[src/rtl/rx_rewind_fifo_pkg.sv]
package rx_rewind_fifo_pkg;

    // End-of-packet action selected for one cycle
    typedef enum logic [1:0] {
        EOP_NONE   = 2'd0,
        EOP_KEEP   = 2'd1,
        EOP_REWIND = 2'd2
    } eop_act_e;

    // Discard outranks keep; keep needs a free set slot
    function automatic eop_act_e pick_action(input logic discard_req,
                                             input logic keep_req,
                                             input logic slot_free);
        if (discard_req)
            return EOP_REWIND;
        else if (keep_req && slot_free)
            return EOP_KEEP;
        else
            return EOP_NONE;
    endfunction

endpackage

[src/rtl/rxf_store.sv]
module rxf_store #(
    parameter int DATA_W = 8,
    parameter int DEPTH  = 64,
    localparam int AW    = $clog2(DEPTH)
) (
    input  logic              clk,
    input  logic              we,
    input  logic [AW-1:0]     waddr,
    input  logic [DATA_W-1:0] wdata,
    input  logic [AW-1:0]     raddr,
    output logic [DATA_W-1:0] rdata
);

    logic [DATA_W-1:0] mem_q [DEPTH];

    always_ff @(posedge clk) begin
        if (we)
            mem_q[waddr] <= wdata;
    end

    assign rdata = mem_q[raddr];

endmodule

[src/rtl/rxf_wr_ctl.sv]
module rxf_wr_ctl
    import rx_rewind_fifo_pkg::*;
#(
    parameter int DEPTH = 64,
    localparam int AW   = $clog2(DEPTH),
    localparam int PW   = AW + 1
) (
    input  logic          clk,
    input  logic          rst_n,
    input  logic          auto_en,
    input  logic          wr_valid,
    input  logic          ev_ok,
    input  logic          ev_err,
    input  logic          fw_commit,
    input  logic          fw_rewind,
    input  logic [1:0]    sets_held,
    input  logic [PW-1:0] tail,
    output logic          mem_we,
    output logic [AW-1:0] wr_addr,
    output logic          full,
    output logic          push,
    output logic [PW-1:0] push_start,
    output logic [PW-1:0] push_cnt,
    output logic [PW-1:0] mark
);

    localparam logic [PW-1:0] CAP = PW'(DEPTH);

    typedef struct packed {
        logic [PW-1:0] wr_ptr;
        logic [PW-1:0] mark;
    } wr_state_t;

    wr_state_t q, d;
    eop_act_e  act;
    logic      keep_req;
    logic      drop_req;
    logic      used_full;
    logic      accept;

    always_comb begin
        d         = q;
        keep_req  = fw_commit | (auto_en & ev_ok);
        drop_req  = fw_rewind | (auto_en & ev_err);
        act       = pick_action(drop_req, keep_req, sets_held < 2'd2);
        used_full = (q.wr_ptr - tail) == CAP;
        full      = used_full | (sets_held == 2'd2);
        accept    = wr_valid & ~full & ~keep_req & ~drop_req;

        if (accept)
            d.wr_ptr = q.wr_ptr + 1'b1;

        unique case (act)
            EOP_KEEP:   d.mark   = q.wr_ptr;
            EOP_REWIND: d.wr_ptr = q.mark;
            default:    ;
        endcase
    end

    always_ff @(posedge clk or negedge rst_n) begin
        if (!rst_n)
            q <= '0;
        else
            q <= d;
    end

    assign mem_we     = accept;
    assign wr_addr    = q.wr_ptr[AW-1:0];
    assign push       = (act == EOP_KEEP);
    assign push_start = q.mark;
    assign push_cnt   = q.wr_ptr - q.mark;
    assign mark       = q.mark;

endmodule

[src/rtl/rxf_set_trk.sv]
module rxf_set_trk #(
    parameter int DEPTH = 64,
    localparam int AW   = $clog2(DEPTH),
    localparam int PW   = AW + 1,
    localparam int NSET = 2
) (
    input  logic          clk,
    input  logic          rst_n,
    input  logic          rd_en,
    input  logic          adv_req,
    input  logic          push,
    input  logic [PW-1:0] push_start,
    input  logic [PW-1:0] push_cnt,
    input  logic [PW-1:0] mark,
    output logic [AW-1:0] rd_addr,
    output logic          empty,
    output logic [1:0]    sets_held,
    output logic [PW-1:0] tail,
    output logic [PW-1:0] cnt_cur,
    output logic [PW-1:0] cnt_next,
    output logic          adv_busy
);

    typedef struct packed {
        logic [NSET-1:0][PW-1:0] start;
        logic [NSET-1:0][PW-1:0] cnt;
        logic [1:0]              held;
        logic [PW-1:0]           rd_ptr;
        logic                    busy;
    } set_state_t;

    set_state_t q, d;
    logic       release_set;
    logic [1:0] held_after;
    logic [PW-1:0] set_end;

    always_comb begin
        d           = q;
        set_end     = q.start[0] + q.cnt[0];
        empty       = (q.held == 2'd0) | (q.rd_ptr == set_end);
        release_set = q.busy & (q.held != 2'd0);
        held_after  = q.held;

        if (release_set) begin
            for (int s = 0; s < NSET - 1; s++) begin
                d.start[s] = q.start[s+1];
                d.cnt[s]   = q.cnt[s+1];
            end
            d.start[NSET-1] = '0;
            d.cnt[NSET-1]   = '0;
            d.rd_ptr        = set_end;
            held_after      = q.held - 1'b1;
        end else if (rd_en && !empty) begin
            d.rd_ptr = q.rd_ptr + 1'b1;
        end

        if (push) begin
            if (held_after == 2'd0) begin
                d.start[0] = push_start;
                d.cnt[0]   = push_cnt;
            end else begin
                d.start[1] = push_start;
                d.cnt[1]   = push_cnt;
            end
        end

        d.held = held_after + {1'b0, push};
        d.busy = adv_req;
    end

    always_ff @(posedge clk or negedge rst_n) begin
        if (!rst_n)
            q <= '0;
        else
            q <= d;
    end

    assign rd_addr   = q.rd_ptr[AW-1:0];
    assign sets_held = q.held;
    assign tail      = (q.held != 2'd0) ? q.start[0] : mark;
    assign cnt_cur   = (q.held != 2'd0) ? q.cnt[0] : '0;
    assign cnt_next  = (q.held == 2'd2) ? q.cnt[1] : '0;
    assign adv_busy  = q.busy;

endmodule

[src/rtl/rx_rewind_fifo.sv]
module rx_rewind_fifo #(
    parameter int DATA_W = 8,
    parameter int DEPTH  = 64,
    localparam int AW    = $clog2(DEPTH),
    localparam int PW    = AW + 1
) (
    input  logic              clk,
    input  logic              rst_n,
    input  logic              auto_en,
    input  logic              wr_valid,
    input  logic [DATA_W-1:0] wr_data,
    input  logic              ev_ok,
    input  logic              ev_err,
    input  logic              fw_commit,
    input  logic              fw_rewind,
    input  logic              rd_en,
    input  logic              adv_req,
    output logic [DATA_W-1:0] rd_data,
    output logic              empty,
    output logic              full,
    output logic              adv_busy,
    output logic [1:0]        sets_held,
    output logic [PW-1:0]     cnt_cur,
    output logic [PW-1:0]     cnt_next
);

    logic          mem_we;
    logic [AW-1:0] wr_addr;
    logic [AW-1:0] rd_addr;
    logic          push;
    logic [PW-1:0] push_start;
    logic [PW-1:0] push_cnt;
    logic [PW-1:0] mark;
    logic [PW-1:0] tail;

    rxf_store #(.DATA_W(DATA_W), .DEPTH(DEPTH)) u_store (
        .clk   (clk),
        .we    (mem_we),
        .waddr (wr_addr),
        .wdata (wr_data),
        .raddr (rd_addr),
        .rdata (rd_data)
    );

    rxf_wr_ctl #(.DEPTH(DEPTH)) u_wr (
        .clk        (clk),
        .rst_n      (rst_n),
        .auto_en    (auto_en),
        .wr_valid   (wr_valid),
        .ev_ok      (ev_ok),
        .ev_err     (ev_err),
        .fw_commit  (fw_commit),
        .fw_rewind  (fw_rewind),
        .sets_held  (sets_held),
        .tail       (tail),
        .mem_we     (mem_we),
        .wr_addr    (wr_addr),
        .full       (full),
        .push       (push),
        .push_start (push_start),
        .push_cnt   (push_cnt),
        .mark       (mark)
    );

    rxf_set_trk #(.DEPTH(DEPTH)) u_sets (
        .clk        (clk),
        .rst_n      (rst_n),
        .rd_en      (rd_en),
        .adv_req    (adv_req),
        .push       (push),
        .push_start (push_start),
        .push_cnt   (push_cnt),
        .mark       (mark),
        .rd_addr    (rd_addr),
        .empty      (empty),
        .sets_held  (sets_held),
        .tail       (tail),
        .cnt_cur    (cnt_cur),
        .cnt_next   (cnt_next),
        .adv_busy   (adv_busy)
    );

endmodule

[config.mk]
export PLATFORM = sky130hd
export DESIGN_NAME = rx_rewind_fifo
export DESIGN_NICKNAME = d
export VERILOG_FILES = /design/src/rtl/rx_rewind_fifo_pkg.sv /design/src/rtl/rxf_store.sv /design/src/rtl/rxf_wr_ctl.sv /design/src/rtl/rxf_set_trk.sv /design/src/rtl/rx_rewind_fifo.sv
export SDC_FILE = /design/constraint.sdc
export NUM_CORES = 1
export LEC_CHECK = 0
export ABC_AREA = 1
export BUFFER_PORTS_ARGS = -buffer_cell sky130_fd_sc_hd__buf_2
export CAP_MARGIN = 20
export CORE_AREA = 2 2 248 250
export CTS_CLUSTER_DIAMETER = 100
export CTS_CLUSTER_SIZE = 16
export DETAILED_ROUTE_END_ITERATION = 6
export DIE_AREA = 0 0 250 252
export GPL_ROUTABILITY_DRIVEN = 0
export SETUP_SLACK_MARGIN = 0.4
export SYNTH_ARGS = -nofsm -noshare
export SYNTH_HDL_FRONTEND = slang
export SYNTH_SLANG_ARGS = --single-unit
[constraint.sdc]
create_clock -name clk -period 3.6 [get_ports clk]
set_clock_uncertainty 0.05 [all_clocks]
set_input_delay 0.36 -clock clk [delete_from_list [all_inputs] [get_ports clk]]
set_output_delay 0.36 -clock clk [all_outputs]
set_load 0.01 [all_outputs]
==> flow_summary.json, run 1 <==
{
  "outcome": "complete, no violations",
  "synth-seq-cells": 564,
  "timing.final.hold_violations": 0,
  "die_y_um": 252,
  "post-route-drc-count": 0,
  "drive_above_1_share": 0.155,
  "setup.worst_path.start_class": "flop",
  "number_of_nets_in_the_synthesized_netlist": 2063,
  "largest_net_degree_at_the_start_of_global_routing": 88,
  "cts.root.buffer_cell": "sky130_fd_sc_hd__clkbuf_16",
  "multi_input_area_mm2": 0.00663,
  "globalRouteOverflowTotal": 0,
  "dr_total_vias": 17141,
  "initial_antenna_violation_count": 1,
  "insertion_delay_ns": 0.59,
  "port_buffers": 44,
  "yosysSeqAreaShare": 0.698,
  "worstPathArrival_ns": 2.81,
  "fin_area_mm2": 0.0276,
  "dp.cells": 2822,
  "core_outline_area_mm2": 0.0601,
  "critical_path.max_fanout": 7,
  "synthCells": 2019,
  "yosys.area.top_type": "sky130_fd_sc_hd__edfxtp_1",
  "synth.top_cells.by_count": "sky130_fd_sc_hd__edfxtp_1 (512), sky130_fd_sc_hd__nor2_1 (376), sky130_fd_sc_hd__o21ai_0 (299)",
  "drt-initial-drc-count": 1965,
  "yosys_warnings": 0,
  "detailed_place.area_mm2": 0.0253,
  "n_fill_cell": 5420,
  "insertedDiodeCount": 0,
  "timing.critical_path.slowest_stage_cell": "sky130_fd_sc_hd__dfrtp_4",
  "ys_async_rst_share": 0.0922,
  "post_synth_num_cell_types": 45,
  "seqCellArea_mm2": 0.0167,
  "grt_util_all_layers": 0.219,
  "fin_nets": 2178,
  "cts_buffers": 41,
  "report.final.setup_viol": 0,
  "max_freq_mhz": 311,
  "maxCapViolCount": 0,
  "first_global_vias": 16554,
  "yosys.cell_count.top_type": "sky130_fd_sc_hd__edfxtp_1",
  "drt_pass1_iterations": 6,
  "cts.path.max_buffers": 3,
  "vdd.ir_drop.worst_uv": 488,
  "worst_setup_hold_path_clk_slew_ns": 0.07,
  "wire_length_of_the_first_global_routing_pass_um": 104000,
  "final_core_util": 0.459,
  "synth.avg_cell_area_um2": 11.8,
  "placementRows": 90,
  "detail_route.wl_per_cell_um": 24.4,
  "routed_wirelength_um": 71600,
  "start_util": 0.397,
  "setup_total_negative_slack_ns": 0,
  "die_width_um": 250,
  "crit_path_cell_trace": "buf_8 -> buf_16 -> nor2_1 -> nor2_1 -> o21ai_0 -> o21ai_1 -> o211ai_1 -> nand4_1 -> nand3_2 -> nand3_2 -> buf_2",
  "yosys.area.top_type_share": 0.644,
  "vias_per_cell": 5.85,
  "rsz0062_at_grt": "true",
  "cp-end-kind": "primary output",
  "ys_top_cells_by_area": "sky130_fd_sc_hd__edfxtp_1 (64%), sky130_fd_sc_hd__o21ai_0 (6.3%), sky130_fd_sc_hd__nor2_1 (5.9%)",
  "wp_buf_inv": 3,
  "worst_slew_margin_rel": 0.345,
  "critPathTopFamily": "simple AND/OR/NAND/NOR gates",
  "netlist_area_mm2": 0.0239,
  "worst_slew_pin_slew_ns": 0.983,
  "ant_nets": 0,
  "worst_ep_required_time_ns": 3.19,
  "period_minus_slack_ns": 3.22,
  "min_delay_path_class": "input port to flop",
  "dieArea_mm2": 0.0630,
  "final_min_period_over_clock_period": 0.894,
  "synth_edf_count": 512,
  "p_per_area_mw_per_mm2": 769,
  "layout.cells.non_filler": 2929,
  "path_class": "flop to primary output",
  "htreeDepth": 2,
  "critical_path.max_stage_delay_ns": 0.53,
  "areaGrowthSynthToFinish_pct": 15.4,
  "slew_violations": 0,
  "ios": 45,
  "cts.sinks": 564,
  "ys.flop_type": "sky130_fd_sc_hd__edfxtp_1",
  "total_leakage_power_nw": 9.62,
  "tritoncts_clock_tree": "done",
  "dpl.hpwl_um": 41900
}
## layout by cell type, fill, tap and decap left out, types with 13 or more instances in the layout
| cell | n |
|---|---|
| sky130_fd_sc_hd__edfxtp_1 | 512 |
| sky130_fd_sc_hd__nor2_1 | 358 |
| sky130_fd_sc_hd__o21ai_0 | 279 |
| sky130_fd_sc_hd__nand2_1 | 195 |
| sky130_fd_sc_hd__buf_4 | 117 |
| sky130_fd_sc_hd__nand3_1 | 92 |
| sky130_fd_sc_hd__o22ai_1 | 70 |
| sky130_fd_sc_hd__inv_1 | 55 |
| sky130_fd_sc_hd__dfrtp_1 | 49 |
| sky130_fd_sc_hd__clkbuf_16 | 47 |
| sky130_fd_sc_hd__o221ai_1 | 38 |
| sky130_fd_sc_hd__buf_2 | 38 |
| sky130_fd_sc_hd__o21ai_1 | 35 |
| sky130_fd_sc_hd__o211ai_1 | 30 |
| sky130_fd_sc_hd__a21oi_1 | 22 |
| sky130_fd_sc_hd__ha_1 | 22 |
| sky130_fd_sc_hd__nand3_2 | 17 |
| sky130_fd_sc_hd__buf_6 | 14 |
| sky130_fd_sc_hd__nand4_1 | 13 |
## final cells by class
class | count | share of cell area
tap | 782 | 0.0355
clock inverter | 3 | 0.00163
multi-input combinational | 1260 | 0.240
timing repair inverter | 2 | 0.000862
clock buffer | 53 | 0.0404
timing repair buffer | 196 | 0.0650
inverter | 69 | 0.0111
sequential | 564 | 0.605
## what timing repair did
item,CTS,global route
buffers inserted,15,23
hold buffers,2,0
gates resized for setup,52,92
endpoints found under the hold margin,33,0
cloned,5,5
pin swaps,11,39
endpoints found under the setup margin,417,506
## where the power goes
group | internal (W) | switching, W
clock network | 0.00218 | 0.00221
registers | 0.00739 | 0.000306
logic | 0.00307 | 0.00606
total | 0.0126 | 0.00857
## per-stage QoR
stage | hold WS, ns | power (W) | worst slack (ns)
floorplan | 0.0144 | 0.0128 | 0.402
global placement | 0.421 | 0.0153 | 0.100
detailed placement | 0.423 | 0.0154 | 0.0447
CTS | 0.163 | 0.0203 | 0.311
global route | 0.177 | 0.0222 | 0.285
finish | 0.186 | 0.0212 | 0.380
## cells by family after synthesis
logic type               after synthesis  synth area share
XOR/XNOR                              15           0.00550
adder cells (fa/ha/maj)               26            0.0142
buffers and inverters                195            0.0383
AO/OA/AOI/OAI                        492             0.118
flip-flops                           564             0.698
AND/OR/NAND/NOR                      727             0.126
## state kept, by name, indices dropped and copies added (netlist names)
register and cells:
u_wr.wr_addr 6, u_sets.q 29, u_store.mem_q 512, u_sets.rd_addr 6, u_wr.mark 7, u_sets.sets_held 2
u_wr.q 1, u_sets.adv_busy 1
## path summary, 6_finish.rpt
check | depth (start not counted) | from | slack (ns) | end
worst max-delay path | 11 | u_sets.rd_addr[0] | 0.38 | rd_data[5]
worst max register to register | 19 | u_sets.sets_held[0] | 0.45 | u_store.mem_q[38][7]
worst min register to register | 2 | u_sets.q[33] | 0.46 | u_sets.q[33]
worst min-delay path | 1 | wr_data[5] | 0.19 | u_store.mem_q[43][5]
max in group asynchronous | 3 | rst_n | 2.40 | u_wr.q[13]
min in group asynchronous | 2 | rst_n | 0.34 | u_sets.rd_addr[3]
## layer usage
layer	track usage	part of all wire
met4	0.0849	0.034
met5	0	0
met3	0.0503	0.11
met2	0.343	0.46
met1	0.298	0.40
Power figures use the tool's default switching activity.
==> inputs of run 2 (changes only) <==
==> constraint.sdc (replaced) <==
create_clock -name clk -period 3.6 [get_ports clk]
set_clock_uncertainty 0.05 [all_clocks]
set_input_delay 0.72 -clock clk [delete_from_list [all_inputs] [get_ports clk]]
set_output_delay 0.72 -clock clk [all_outputs]
set_load 0.01 [all_outputs]
==> flow_summary.json, run 2 (synthesis gave the netlist of run 1 again) <==
{
  "outcome": "complete, no violations",
  "detailed_place.area_mm2": 0.0255,
  "slew_violations": 0,
  "drt-initial-drc-count": 2185,
  "final_core_util": 0.462,
  "cts.root.buffer_cell": "sky130_fd_sc_hd__clkbuf_16",
  "max_freq_mhz": 286,
  "fin_area_mm2": 0.0278,
  "period_minus_slack_ns": 3.49,
  "insertion_delay_ns": 0.59,
  "post-route-drc-count": 0,
  "dr_total_vias": 17030,
  "power.share.sequential": 0.354,
  "cts_buffers": 41,
  "final_min_period_over_clock_period": 0.971,
  "worstPathArrival_ns": 2.72,
  "vias_per_cell": 5.82,
  "preCtsSetupSlack_ns": 0.199,
  "power.share.combinational": 0.448,
  "largest_reg_flops": 512,
  "timing.final.hold_violations": 0,
  "critical_path.max_fanout": 43,
  "detail_route.wl_per_cell_um": 24.2,
  "worst_setup_hold_path_clk_slew_ns": 0.07,
  "setup_total_negative_slack_ns": 0,
  "ios": 45,
  "rsz0062_at_grt": "true",
  "drive_above_1_share": 0.169,
  "largest_net_degree_at_the_start_of_global_routing": 74,
  "hold_fix_buffers_cts": 0,
  "areaGrowthSynthToFinish_pct": 16.4,
  "dpl.hpwl_um": 41200,
  "routed_wirelength_um": 70900,
  "clock_power_share": 0.198,
  "die_y_um": 252,
  "min_delay_path_class": "input port to asynchronous set/reset pin",
  "timing.critical_path.slowest_stage_cell": "sky130_fd_sc_hd__dfrtp_4",
  "die_width_um": 250,
  "report.final.setup_viol": 0,
  "layout_common_cells": "sky130_fd_sc_hd__edfxtp_1 (512), sky130_fd_sc_hd__nor2_1 (353), sky130_fd_sc_hd__o21ai_0 (245)",
  "critPathTopFamily": "buffers and inverters",
  "placementRows": 90,
  "critical_path.max_stage_delay_ns": 0.50,
  "dieArea_mm2": 0.0630,
  "wp_buf_inv": 4,
  "p_per_area_mw_per_mm2": 781,
  "globalRouteOverflowTotal": 0,
  "p_sw_frac": 0.405,
  "wire_length_of_the_first_global_routing_pass_um": 104000,
  "worst_slew_pin_slew_ns": 0.950,
  "cp-end-kind": "primary output",
  "insertedDiodeCount": 0,
  "cts.path.max_buffers": 3,
  "ant_nets": 0,
  "drt_pass1_iterations": 6,
  "initial_antenna_violation_count": 0,
  "cts.sinks": 564,
  "first_global_vias": 16675,
  "maxCapViolCount": 0,
  "tritoncts_clock_tree": "done",
  "setup.worst_path.start_class": "flop",
  "fin_nets": 2173,
  "start_util": 0.397,
  "worst_slew_margin_rel": 0.367,
  "hold-worst-slack_ns": 0.120,
  "post-route-worst-setup-slack_ns": 0.106,
  "crit_path_cell_trace": "buf_12 -> inv_16 -> buf_12 -> o21ai_0 -> o22ai_1 -> nand2_1 -> nand4_1 -> nand3_2 -> nand3_4 -> buf_6",
  "vdd.ir_drop.worst_uv": 586,
  "path_class": "flop to primary output",
  "total_leakage_power_nw": 9.68,
  "core_outline_area_mm2": 0.0601,
  "reg2reg_slack_ns": 0.36,
  "worst_ep_required_time_ns": 2.83,
  "ff2ff_path_depth": 17,
  "crit-reg2reg-launch": "u_sets.sets_held[0]",
  "most_common_cell_after_layout_fill_and_taps_aside": "sky130_fd_sc_hd__edfxtp_1",
  "port_buffers": 44,
  "regMostFlops": "u_store.mem_q",
  "net-switching-power_w": 0.00879,
  "reg2reg_to": "u_store.mem_q[36][3]",
  "n_fill_cell": 5437,
  "path_common_cell": "sky130_fd_sc_hd__buf_12",
  "htreeDepth": 2,
  "grt_util_all_layers": 0.222,
  "p_int_w": 0.0129
}
-- run 2: repair_timing --
action | CTS | global route
gates cloned | 12 | 1
buffers inserted | 20 | 4
pin swaps | 54 | 37
gates resized for setup | 151 | 65
endpoints found under the setup margin | 262 | 395
-- run 2: worst max path at each step --
stage,slack [ns],startpoint,to,cells after the start
5_1_grt,0.03,u_sets.rd_addr[0],rd_data[7],10
4_1_cts,0.10,u_sets.rd_addr[0],rd_data[5],9
2_1_floorplan,0.40,u_sets.sets_held[1],u_store.mem_q[63][0],15
6_report,0.11,u_sets.rd_addr[0],rd_data[1],10
3_3_place_gp,0.23,u_sets.sets_held[0],u_store.mem_q[33][1],14
3_5_place_dp,0.20,u_sets.sets_held[0],u_store.mem_q[33][1],14
-- run 2: worst reg2reg max path, delay by kind of cell (launching register included) --
family,cells,cell delay [ns]
adders and majority gates,2,0.50
buffers and inverters,6,0.90
DFF,1,0.40
and+or+nand+nor,6,0.70
AOI/OAI and AO/OA,3,0.39
-- run 2: area by class of cell --
cell class | instances | area, um^2 | share of cell area
flip-flops and latches | 564 | 16700 | 0.600
multi-input cells | 1260 | 6780 | 0.244
repair buffers | 191 | 1930 | 0.0696
clock buffers | 53 | 1070 | 0.0385
well taps | 782 | 978 | 0.0352
inverters | 69 | 285 | 0.0103
clock inverters | 5 | 53.8 | 0.00194
repair inverters | 2 | 17.5 | 0.000630
-- run 2: power groups by stage --
stage               Combinational (W)  Sequential [W]  Clock, W
finish                        0.00973         0.00768   0.00430
global route                   0.0104         0.00771   0.00461
CTS                           0.00918         0.00767   0.00438
detailed placement            0.00759         0.00784         0
global placement              0.00756         0.00784         0
floorplan                     0.00512         0.00768         0
-- run 2: routing by layer --
layer	up-vias	track usage	wire length (um)
met3	158	0.0459	6800
met4	0	0.0859	2430
met1	8384	0.300	29000
met5	-	0	0
li1	7536	-	-
met2	952	0.353	32600
-- run 2: per-stage QoR --
| stage | instances | power, W |
|---|---|---|
| floorplan | 2019 | 0.0128 |
| global placement | 2831 | 0.0154 |
| detailed placement | 2831 | 0.0154 |
| CTS | 2921 | 0.0212 |
| global route | 2926 | 0.0228 |
| finish | 2926 | 0.0217 |
